--- src/rtl/tdr_pkg.sv ---
package tdr_pkg;

  localparam int NUM_COMP = 3;

  typedef struct packed {
    logic depth_hi;
    logic dither_en;
    logic frm_en;
    logic frm_slow;
    logic lo_bus_en;
  } tdr_cfg_t;

endpackage

--- src/rtl/tdr_frm_phase.sv ---
module tdr_frm_phase (
  input  logic clk,
  input  logic rst_n,
  input  logic frame_start_i,
  input  logic slow_i,
  output logic phase_o
);

  logic pair_q, pair_d;
  logic phase_q, phase_d;
  logic advance;

  always_comb begin
    advance = frame_start_i & (~slow_i | pair_q);
    pair_d  = frame_start_i ? ~pair_q : pair_q;
    phase_d = advance ? ~phase_q : phase_q;
  end

  always_ff @(posedge clk or negedge rst_n) begin
    if (!rst_n) begin
      pair_q  <= 1'b0;
      phase_q <= 1'b0;
    end else if (frame_start_i) begin
      pair_q  <= pair_d;
      phase_q <= phase_d;
    end
  end

  assign phase_o = phase_q;


  fast_flip_chk: assert property (@(posedge clk) disable iff (!rst_n)
    (frame_start_i && !slow_i) |=> (phase_q != $past(phase_q)));


  hold_chk: assert property (@(posedge clk) disable iff (!rst_n)
    !frame_start_i |=> $stable(phase_q));

endmodule

--- src/rtl/tdr_comp_reduce.sv ---
module tdr_comp_reduce #(
  parameter int COMP_W   = 8,
  parameter int FIELD_W  = 6,
  parameter int LO_DEPTH = 3,
  parameter int HI_DEPTH = 4
) (
  input  logic [COMP_W-1:0]  comp_i,
  input  logic               depth_hi_i,
  input  logic               dith_act_i,
  input  logic               frm_act_i,
  input  logic               phase_i,
  input  logic               pos_i,
  output logic [FIELD_W-1:0] field_o
);

  localparam logic [HI_DEPTH-1:0] LO_MAX = HI_DEPTH'((1 << LO_DEPTH) - 1);
  localparam logic [HI_DEPTH-1:0] HI_MAX = '1;

  logic [HI_DEPTH-1:0] trunc, limit, level;
  logic                disc, bump;

  always_comb begin
    if (depth_hi_i) begin
      trunc = comp_i[COMP_W-1 -: HI_DEPTH];
      disc  = comp_i[COMP_W-1-HI_DEPTH];
      limit = HI_MAX;
    end else begin
      trunc = HI_DEPTH'(comp_i[COMP_W-1 -: LO_DEPTH]);
      disc  = comp_i[COMP_W-1-LO_DEPTH];
      limit = LO_MAX;
    end
    bump    = disc & ((dith_act_i & pos_i) | (frm_act_i & (phase_i ^ pos_i)));
    level   = (bump && (trunc != limit)) ? trunc + 1'b1 : trunc;
    field_o = FIELD_W'(level);
  end

endmodule

--- src/rtl/tft_depth_reducer.sv ---
module tft_depth_reducer #(
  parameter int COMP_W   = 8,
  parameter int FIELD_W  = 6,
  parameter int LO_DEPTH = 3,
  parameter int HI_DEPTH = 4,
  parameter int BLANK_W  = 9
) (
  input  logic                                 clk,
  input  logic                                 rst_n,
  input  logic                                 in_valid,
  input  logic [tdr_pkg::NUM_COMP*COMP_W-1:0]  in_rgb,
  input  logic                                 in_x0,
  input  logic                                 in_y0,
  input  logic                                 frame_start,
  input  logic                                 cfg_depth_hi,
  input  logic                                 cfg_dither_en,
  input  logic                                 cfg_frm_en,
  input  logic                                 cfg_frm_slow,
  input  logic                                 cfg_lo_bus_en,
  output logic                                 out_valid,
  output logic [tdr_pkg::NUM_COMP*FIELD_W-1:0] out_panel
);
  import tdr_pkg::*;

  localparam int PANEL_W = NUM_COMP * FIELD_W;
  localparam logic [PANEL_W-1:0] BLANK_MASK = PANEL_W'((1 << BLANK_W) - 1);

  tdr_cfg_t cfg;
  logic     phase, pos, dith_act;
  logic [PANEL_W-1:0] raw_panel, panel_d, panel_q;
  logic     valid_d, valid_q;

  assign cfg = '{depth_hi: cfg_depth_hi, dither_en: cfg_dither_en,
                 frm_en: cfg_frm_en, frm_slow: cfg_frm_slow,
                 lo_bus_en: cfg_lo_bus_en};

  assign pos      = in_x0 ^ in_y0;
  assign dith_act = cfg.dither_en & ~(cfg.depth_hi & cfg.frm_en);

  tdr_frm_phase u_phase (
    .clk           (clk),
    .rst_n         (rst_n),
    .frame_start_i (frame_start),
    .slow_i        (cfg.frm_slow),
    .phase_o       (phase)
  );

  for (genvar c = 0; c < NUM_COMP; c++) begin : g_comp
    tdr_comp_reduce #(
      .COMP_W   (COMP_W),
      .FIELD_W  (FIELD_W),
      .LO_DEPTH (LO_DEPTH),
      .HI_DEPTH (HI_DEPTH)
    ) u_reduce (
      .comp_i     (in_rgb[c*COMP_W +: COMP_W]),
      .depth_hi_i (cfg.depth_hi),
      .dith_act_i (dith_act),
      .frm_act_i  (cfg.frm_en),
      .phase_i    (phase),
      .pos_i      (pos),
      .field_o    (raw_panel[c*FIELD_W +: FIELD_W])
    );


    lo_depth_upper_zero_chk: assert property (@(posedge clk) disable iff (!rst_n)
      (in_valid && !cfg_depth_hi) |=>
        (out_panel[c*FIELD_W+LO_DEPTH +: FIELD_W-LO_DEPTH] == '0));


    saturate_hi_chk: assert property (@(posedge clk) disable iff (!rst_n)
      (in_valid && cfg_depth_hi && cfg_lo_bus_en &&
       (in_rgb[c*COMP_W+COMP_W-1 -: HI_DEPTH] == '1)) |=>
        (out_panel[c*FIELD_W +: HI_DEPTH] == '1));


    no_dither_hi_frm_chk: assert property (@(posedge clk) disable iff (!rst_n)
      (in_valid && cfg_depth_hi && cfg_frm_en && cfg_lo_bus_en &&
       !(phase ^ in_x0 ^ in_y0)) |=>
        (out_panel[c*FIELD_W +: HI_DEPTH] ==
         $past(in_rgb[c*COMP_W+COMP_W-1 -: HI_DEPTH])));
  end

  always_comb begin
    valid_d = in_valid;
    panel_d = panel_q;
    if (in_valid) begin
      panel_d = cfg.lo_bus_en ? raw_panel : (raw_panel & ~BLANK_MASK);
    end
  end

  always_ff @(posedge clk or negedge rst_n) begin
    if (!rst_n) begin
      valid_q <= 1'b0;
      panel_q <= '0;
    end else begin
      valid_q <= valid_d;
      if (in_valid) begin
        panel_q <= panel_d;
      end
    end
  end

  assign out_valid = valid_q;
  assign out_panel = panel_q;


  valid_delay_chk: assert property (@(posedge clk) disable iff (!rst_n)
    1'b1 |=> (out_valid == $past(in_valid)));


  panel_hold_chk: assert property (@(posedge clk) disable iff (!rst_n)
    !in_valid |=> $stable(out_panel));


  blank_low_chk: assert property (@(posedge clk) disable iff (!rst_n)
    (in_valid && !cfg_lo_bus_en) |=> (out_panel[BLANK_W-1:0] == '0));

endmodule

--- config.mk ---
export PLATFORM = sky130hd
export DESIGN_NAME = tft_depth_reducer
export DESIGN_NICKNAME = d
export VERILOG_FILES = /design/src/rtl/tdr_pkg.sv /design/src/rtl/tdr_frm_phase.sv /design/src/rtl/tdr_comp_reduce.sv /design/src/rtl/tft_depth_reducer.sv
export SDC_FILE = /design/constraint.sdc
export NUM_CORES = 1
export LEC_CHECK = 0
export ABC_AREA = 0
export BUFFER_PORTS_ARGS = -buffer_cell sky130_fd_sc_hd__buf_4
export CAP_MARGIN = 40
export CORE_MARGIN = 10
export CORE_UTILIZATION = 50
export CTS_CLUSTER_SIZE = 12
export DETAILED_ROUTE_END_ITERATION = 16
export PLACE_DENSITY = 0.79
export SYNTH_ARGS = -nofsm -noshare
export SYNTH_HDL_FRONTEND = slang
export SYNTH_HIERARCHICAL = 1
export SYNTH_SLANG_ARGS = --single-unit
--- constraint.sdc ---
create_clock -name clk -period 2.6 [get_ports clk]
set_clock_uncertainty 0.2 [all_clocks]
set_input_delay 0.52 -clock clk [delete_from_list [all_inputs] [get_ports clk]]
set_output_delay 0.52 -clock clk [all_outputs]
set_load 0.05 [all_outputs]
# After elaboration in Yosys (flattened, before gate mapping)
# Index checks and enable logic that the tools add are counted.
[op_classes]
add_sub_neg = 3
mul = 0
div_mod_pow = 0
n_lt_le_gt_ge = 0
n_eq_ne = 3
shifts = 0
mux = 11
bitwise = 16
n_reduce_logical = 4
[op_table]
columns = ["operator", "n"]
rows = [
  ["2-to-1 mux 4 bit", 7],
  ["adder 4 x 1 -> 4 bit (second input constant)", 3],
  ["inequality test 4 bit", 3],
  ["2-to-1 mux 9 bit", 1],
  ["AND 1 bit", 8],
  ["NOT 1 bit", 4],
  ["logical AND 1 bit", 3],
  ["2-to-1 mux 1 bit", 3],
  ["bitwise OR 1 bit", 2],
  ["AND reduction 2 bit", 1],
  ["bitwise XOR 1 bit", 2],
]
[totals]
reg_bits = 19
latch_bits = 0
ramBits = 0
mem_bits_ro = 0
input_bits = 35
mem_count = 0

# Depth between registers and ports, before layout
# Gate-level depths: netlist of the first run.
[depth]
ltp_word = 9
depth_mapped = 10
ltp_nobuf = 9

# By module
# The synthesis of the first run kept the hierarchy.
[by_module_without_submodules]
columns = ["mod", "n_inst", "cells_each", "area_each_um2"]
rows = [
  ["tft_depth_reducer", 1, 61, 759.5],
  ["tdr_comp_reduce", 3, 39, 251.5],
  ["tdr_frm_phase", 1, 6, 80.1],
]

# Worst setup path before layout of the first run
# OpenSTA, ideal clock, no wires.
[synth_path]
path_type = "input to register"
from = "input cfg_depth_hi"
to = "register panel_q[12] (netlist: out_panel[12])"
setup_time_ns = 0.125
arrival_ns = 1.750
required_time_ns = 2.275
setup_slack_ns = 0.525
stages = 9
path_buffers = 1
path_cell_list = "buf_2 > nand2_1 > o21ai_0 > ha_1 > nand2_1 > a21oi_1 > nor2_1 > xor2_1 > mux2_2"
[synth_via]
elab_chain_len = 8
[synth_rtl]
columns = ["item", "line", "text"]
rows = [
  ["from (decl)", "tft_depth_reducer.sv:15", "input logic cfg_depth_hi,"],
  ["AND 1 bit", "tft_depth_reducer.sv:38", "assign dith_act = cfg.dither_en & ~(cfg.depth_hi & cfg.frm_en);"],
  ["NOT 1 bit", "tft_depth_reducer.sv:38", ""],
  ["AND 1 bit", "tft_depth_reducer.sv:38", ""],
  ["AND 1 bit", "tdr_comp_reduce.sv:32", "bump = disc & ((dith_act_i & pos_i) | (frm_act_i & (phase_i ^ pos_i)));"],
  ["bitwise OR 1 bit", "tdr_comp_reduce.sv:32", ""],
  ["AND 1 bit", "tdr_comp_reduce.sv:32", ""],
  ["logical AND 1 bit", "tdr_comp_reduce.sv:33", "level = (bump && (trunc != limit)) ? trunc + 1'b1 : trunc;"],
  ["2-to-1 mux 4 bit (*)", "tdr_comp_reduce.sv:33", ""],
  ["named net panel_d[12]", "tft_depth_reducer.sv:30", "logic [PANEL_W-1:0] raw_panel, panel_d, panel_q;"],
  ["to (signal assigned)", "tft_depth_reducer.sv:98", "panel_q <= panel_d;"],
  ["to (decl)", "tft_depth_reducer.sv:30", ""],
]
# The timed path passes the listed nets; every way through them passes the cells marked *.
# A chain may end at the register's enable or synchronous reset.

# Worst setup path after layout of the first run
[layout_path]
from = "input cfg_depth_hi"
to = "register panel_q[8] (netlist: out_panel[8])"
[layout_via]
elab_chain_len = 9
[layout_rtl]
columns = ["item", "line", "text"]
rows = [
  ["AND 1 bit", "tft_depth_reducer.sv:38", ""],
  ["NOT 1 bit", "tft_depth_reducer.sv:38", ""],
  ["AND 1 bit", "tft_depth_reducer.sv:38", ""],
  ["AND 1 bit", "tdr_comp_reduce.sv:32", ""],
  ["bitwise OR 1 bit", "tdr_comp_reduce.sv:32", ""],
  ["AND 1 bit", "tdr_comp_reduce.sv:32", ""],
  ["logical AND 1 bit", "tdr_comp_reduce.sv:33", ""],
  ["2-to-1 mux 4 bit (*)", "tdr_comp_reduce.sv:33", ""],
  ["named net raw_panel[8]", "tft_depth_reducer.sv:30", ""],
  ["2-to-1 mux 9 bit (*)", "tft_depth_reducer.sv:87", "panel_d = cfg.lo_bus_en ? raw_panel : (raw_panel & ~BLANK_MASK);"],
]
# Marks and branches as above.

==> results of run 1 <==
[flip-flops by register name, summed over array words and instances (netlist names)]
signal,flops
out_panel,18
out_valid,1
u_phase/phase_o,1
u_phase/pair_q,1
[final timing paths]
path / from / end
setup / recovery: cfg_depth_hi / out_panel[8]$_DFFE_PN0P_
hold reg to reg: u_phase/pair_q$_DFFE_PN0P_ / u_phase/pair_q$_DFFE_PN0P_
hold / removal: frame_start / u_phase/pair_q$_DFFE_PN0P_
min in group asynchronous: rst_n / out_panel[8]$_DFFE_PN0P_
max in group asynchronous: rst_n / out_panel[14]$_DFFE_PN0P_
setup reg to reg: u_phase/phase_o$_DFFE_PN0P_ / out_panel[2]$_DFFE_PN0P_
[cell type report]
class                           count  area [um2]  share of cell area, %
Clock buffer                        3       22.52                  1.156
Timing Repair Buffer               47       355.3                  18.24
Sequential cell                    21       525.5                  26.97
Inverter                           16       60.06                  3.083
Tap cell                           44       55.05                  2.826
Clock inverter                      1       5.005                 0.2569
Multi-Input combinational cell    137       924.6                  47.46
[per-stage QoR]
stage                     total power, mW  hold WS (ps)
after CTS                           1.070         193.1
final                               1.055         206.4
after global placement             0.9016         215.1
after floorplan                    0.7611         24.41
after global routing                1.129         197.3
after detailed placement           0.9119         219.4
[power by group]
part           internal (mW)  leakage [nW]  switching [mW]
combinational          0.181         0.620           0.301
clock                 0.0573        0.0177          0.0944
sequential             0.379         0.259          0.0427
total                  0.617         0.897           0.438
[layer usage]
| metal | part of all wire, % | global-route usage (%) | up-vias |
|---|---|---|---|
| met3 | 8.6 | 5.307 | 4 |
| met4 | 0.83 | 2.416 | 0 |
| li1 | - | - | 740 |
| met5 | 0 | 0 | - |
| met2 | 46 | 20.49 | 46 |
| met1 | 45 | 15.17 | 653 |
[cells in the final DEF (no fill, tap or decap), types with 5 or more instances in the layout]
cell      instances
buf_4            46
conb_1            6
dfrtp_1          21
inv_1            16
mux2_2            7
nand2_1          12
nand2b_1          6
nand3_1          12
nor2_1            6
nor3b_1           6
o211ai_1          9
o21ai_0          21
xor2_1            5
[cell families (layout without fill, tap and decap cells)]
kind of cell    after synthesis  after routing  share of synthesized area, %
xor+xnor                      6              6                         3.297
buf+inv                      29             67                         9.732
mux                          12             12                         8.948
other cells                   3              6                        0.7064
simple gates                 51             51                         16.95
flops                        21             21                         32.97
compound gates               59             59                         25.04
fa+ha+maj                     3              3                         2.355
==> run metrics, run 1 <==
first-pass GRT wire length=6465 um; drt total wl=3740 um; worst hold path depth=2; status=finished clean; crit-path leading delay family=compound AO/OA/AOI/OAI gates; Design Area, Final=1948 um2; reg2reg setup slack=680 ps; number of cells on the critical path=9; critical path class=input port to flop; post-route DRC violation count=0; Mapped Area=1594 um2; crit-path max FO=33; EDFF count, synth=0; final-report setup violation count=0; CTS tree=built; commonest cells in the netlist=dfrtp_1 (21), o21ai_0 (21), inv_1 (16); Final period util=84.41%; I/O pins=54; DRT iter0 DRCs=127; Register-to-Register Path Depth=6; Syn Inst Count=184; Fill cells=282; # Post-CTS Setup Buffers=0; antenna violations before repair=0; Core ar.=3053 um2; sequential share of the synthesized area=32.97%; Peak Freq=0.4556 GHz; Max clock buf depth=2; CTS H-tree depth=1; fin worst setup slack=405.3 ps; row cnt=20; largest area contributor in the netlist=dfrtp_1; final hold viol count=0; dominant cells by area after synthesis=dfrtp_1 (33%), o21ai_0 (6.6%), mux2_2 (4.9%); Slowest-stage cell, CP=a311oi_1; die area=5846 um2; DR pass1 iterations=4; PortBufs=44; Avg Cell Area, Syn=8.663 um2; root buf cell=clkbuf_4; Placed Cells incl. Taps=264; CP Data Required Time=2620 ps; ANT cells=0; unrepaired setup endpoints after global routing=false; Synth cell types=36; vias post-DR=1443; Worst setup SP type=input port; post-cts repair resize count=0; hold_buf cts=1; P&R area growth vs syn=22.21%; GRT Overall Usage=12.60%; vias in the first global route=1459; CP Capture Type=flop; synth warn=6; clock latency on the worst-skew pair=300 ps; clock sink count=21; Crit path largest cell delay=310 ps; ys async rst share=100.0%; static leakage=0.8968 nW; Placed Area=1911 um2; Post-Layout Cell Count=269; CP Cell Sequence=buf_4 > nand2_1 > o21ai_0 > ha_1 > o2111ai_1 > nor3b_1 > a311oi_1 > nand3_1 > o21ai_0; fraction of layout instances using a drive strength above 1=26.67%; Power Dens Cells=541.7 nW/um2; routability cong.=0.8119; DP Worst Slack=74.41 ps; Chip Height=76.46 um; Slew Viols, Final=0; CP arrival=2220 ps; routed len/inst=13.90 um; Post-synth top flop=dfrtp_1; fin crit period=2195 ps; Max-cap violations=0; Nets=264; most used cell, CP=o21ai_0; DPL Wire Length=3030 um; Worst Hold Class=input port to flop; largest net degree at the start of global routing=34; clock slew at reported path FFs=110 ps; setup TNS=0 ps; TritonCTS Buffers=3; FF+latch count, synth=21; Initial Utilization=52.21%; Finished Core Util=63.81%; via density per instance=5.364; peak supply drop=0.4466 mV; crit path buf inv count=1; antenna-violating nets left=0; post-synth top area share=32.97%; Congestion Overflow GR=0; Die W=76.46 um
Power figures use the tool's default switching activity.
==> run 2: changes to the inputs <==
--- a/config.mk
+++ b/config.mk
@@ -9,10 +9,10 @@
 export BUFFER_PORTS_ARGS = -buffer_cell sky130_fd_sc_hd__buf_4
 export CAP_MARGIN = 40
 export CORE_MARGIN = 10
-export CORE_UTILIZATION = 50
+export CORE_UTILIZATION = 46
 export CTS_CLUSTER_SIZE = 12
 export DETAILED_ROUTE_END_ITERATION = 16
-export PLACE_DENSITY = 0.79
+export PLACE_DENSITY = 0.77
 export SYNTH_ARGS = -nofsm -noshare
 export SYNTH_HDL_FRONTEND = slang
 export SYNTH_HIERARCHICAL = 1
==> constraint.sdc (replaced) <==
create_clock -name clk -period 1.93 [get_ports clk]
set_clock_uncertainty 0.2 [all_clocks]
set_input_delay 0.386 -clock clk [delete_from_list [all_inputs] [get_ports clk]]
set_output_delay 0.386 -clock clk [all_outputs]
set_load 0.05 [all_outputs]
==> run 2 against run 1 <==
Net effect:
- design area up 14%
- sequential share of layout area down 3.3 points
- largest cell class unchanged
- critical path depth down 4
==> run metrics, run 2 (synthesis results as in run 1) <==
row cnt=21 (was 20); CP Capture Type=flop (unchanged); Worst setup SP type=flop (was input port); Congestion Overflow GR=0 (unchanged); total chip power=1.535 mW (was 1.055 mW); P&R area growth vs syn=39.87% (was 22.21%); Flop pwr share=37.6% (was 39.9%); GRT Overall Usage=13.34% (was 12.60%); die area=6220 um2 (was 5846 um2); PortBufs=44 (unchanged); Sw Ratio=40.81% (was 41.52%); logic gate share of total power=49.0% (was 45.7%); Worst Hold Path EP=u_phase/pair_q$_DFFE_PN0P_ (unchanged); Post-Layout Cell Count=300 (was 269); Peak Freq=0.5516 GHz; CP Data Required Time=1920 ps (was 2620 ps); DP Worst Slack=-357.7 ps (was 74.41 ps); largest net degree at the start of global routing=29 (was 34); Max clock buf depth=2 (unchanged); status=finished clean (unchanged); routed len/inst=13.65 um (was 13.90 um); hold_sp=frame_start (unchanged); Placed Area=2118 um2 (was 1911 um2); clock sink count=21 (unchanged); fraction of layout instances using a drive strength above 1=40.16% (was 26.67%); final hold viol count=0 (unchanged); Die W=78.87 um (was 76.46 um); crit-path max FO=7 (was 33); static leakage=1.044 nW (was 0.8968 nW); CTS H-tree depth=1 (unchanged); Final period util=93.94%; Placed Cells incl. Taps=293 (was 264); routability cong.=0.8770 (was 0.8119); P_sw=626.6 uW (was 438.1 uW); Chip Height=78.87 um (was 76.46 um); Fill cells=290 (was 282); commonest cells after routing, fill and taps aside=buf_4 (74), dfrtp_1 (20), o21ai_0 (17) (was buf_4 (46), o21ai_0 (21), dfrtp_1 (21)); critical path class=flop to flop (was input port to flop); Worst Hold Class=input port to flop (unchanged); max reg flops=18 (unchanged); final-report setup violation count=0 (unchanged); first-pass GRT wire length=7086 um (was 6465 um); P_int=908.7 uW (was 617.1 uW); clock slew at reported path FFs=100 ps (was 110 ps); Register-to-Register Path Depth=5 (was 6); vias post-DR=1609 (was 1443); via density per instance=5.363 (was 5.364); Design Area, Final=2230 um2 (was 1948 um2); reg2reg setup slack=120 ps (was 680 ps); vias in the first global route=1624 (was 1459); Nets=293 (was 264); drt total wl=4094 um (was 3740 um); Core ar.=3337 um2 (was 3053 um2); post-route DRC violation count=0 (unchanged); Max-cap violations=0 (unchanged); Finished Core Util=66.82% (was 63.81%); ANT cells=0 (unchanged); worst r2r dst=out_panel[15]$_DFFE_PN0P_ (was out_panel[2]$_DFFE_PN0P_); DPL Wire Length=3223 um (was 3030 um); unrepaired setup endpoints after global routing=true (was false); TritonCTS Buffers=3 (unchanged); fin crit period=1813 ps; start of the worst register-to-register path=u_phase/phase_o$_DFFE_PN0P_ (unchanged); I/O pins=54 (unchanged); root buf cell=clkbuf_4 (unchanged); clock share of power=13.4% (was 14.4%); commonest non-fill, non-tap cell in the layout=buf_4 (unchanged); antenna violations before repair=0 (unchanged); DR pass1 iterations=4 (unchanged); Power Dens Cells=688.6 nW/um2 (was 541.7 nW/um2); peak supply drop=0.5556 mV (was 0.4466 mV); worst hold path depth=2 (unchanged); Slew Viols, Final=0 (unchanged); DRT iter0 DRCs=113 (was 127); fin worst setup slack=117.1 ps (was 405.3 ps); clock latency on the worst-skew pair=300 ps (about the same); Initial Utilization=47.77% (was 52.21%); CTS tree=built (unchanged); antenna-violating nets left=0 (unchanged); CP arrival=1810 ps (was 2220 ps)
-- run 2: changes by cell type in the layout (fill, tap and decap cells not counted), sizes merged --
cell	before	now
clkinv	1	0
buf	46	75
clkbuf	3	4
-- run 2: critical path, stage by stage (launching register included) --
cell	delay, ps
dfrtp_2	490
nor2b_2	210
o211ai_1	210
o211ai_1	210
o21ai_0	110
mux2_2	280
-- run 2: per-layer routing --
layer	global-route usage (%)	share of wire [%]	vias to the layer above
met4	5.018	2.4	0
met5	0	0	-
met2	22.37	48	54
met1	15.40	42	744
li1	-	-	799
met3	4.505	7.1	12
-- run 2: worst max path at each step --
| stage | startpoint | end | slack, ps | depth (start not counted) |
|---|---|---|---|---|
| after floorplan | cfg_depth_hi | out_panel[2]$_DFFE_PN0P_ | 2 | 9 |
| after global placement | cfg_depth_hi | out_panel[8]$_DFFE_PN0P_ | -300 | 8 |
| after detailed placement | cfg_depth_hi | out_panel[8]$_DFFE_PN0P_ | -360 | 8 |
| after CTS | cfg_depth_hi | out_panel[8]$_DFFE_PN0P_ | 5 | 8 |
| after global routing | u_phase/phase_o$_DFFE_PN0P_ | out_panel[6]$_DFFE_PN0P_ | -9 | 7 |
| final | u_phase/phase_o$_DFFE_PN0P_ | out_panel[15]$_DFFE_PN0P_ | 120 | 5 |
-- run 2: area by class of cell --
cell class | count | area (um2) | area share, %
Multi-Input combinational cell | 137 | 982.2 | 44.05
Timing Repair Buffer | 76 | 576.8 | 25.87
Sequential cell | 21 | 526.8 | 23.63
Inverter | 16 | 60.06 | 2.694
Tap cell | 46 | 57.56 | 2.581
Clock buffer | 4 | 26.28 | 1.178
-- run 2: repair_timing --
action | in CTS | in global routing
hold buffers | 1 | 0
endpoints found under the hold margin | 21 | 0
endpoints found under the setup margin | 1 | 11
gates resized for setup | 2 | 17
setup buffers | 0 | 2
pin swaps | 0 | 5
gates cloned | 0 | 0
-- run 2: power groups by stage --
stage               clock network (mW)  registers (mW)  logic (mW)
global placement                     0           0.575       0.686
finish                           0.206           0.577       0.752
detailed placement                   0           0.578       0.696
global route                     0.239           0.588       0.818
CTS                              0.217           0.570       0.703
floorplan                            0           0.742       0.284
-- run 2: per-stage QoR --
step	TNS, ps	hold slack (ps)
finish	0	71.52
global route	-20.41	41.88
CTS	0	58.44
detailed placement	-2798	80.87
global placement	-2551	80.09
floorplan	0	-109.6
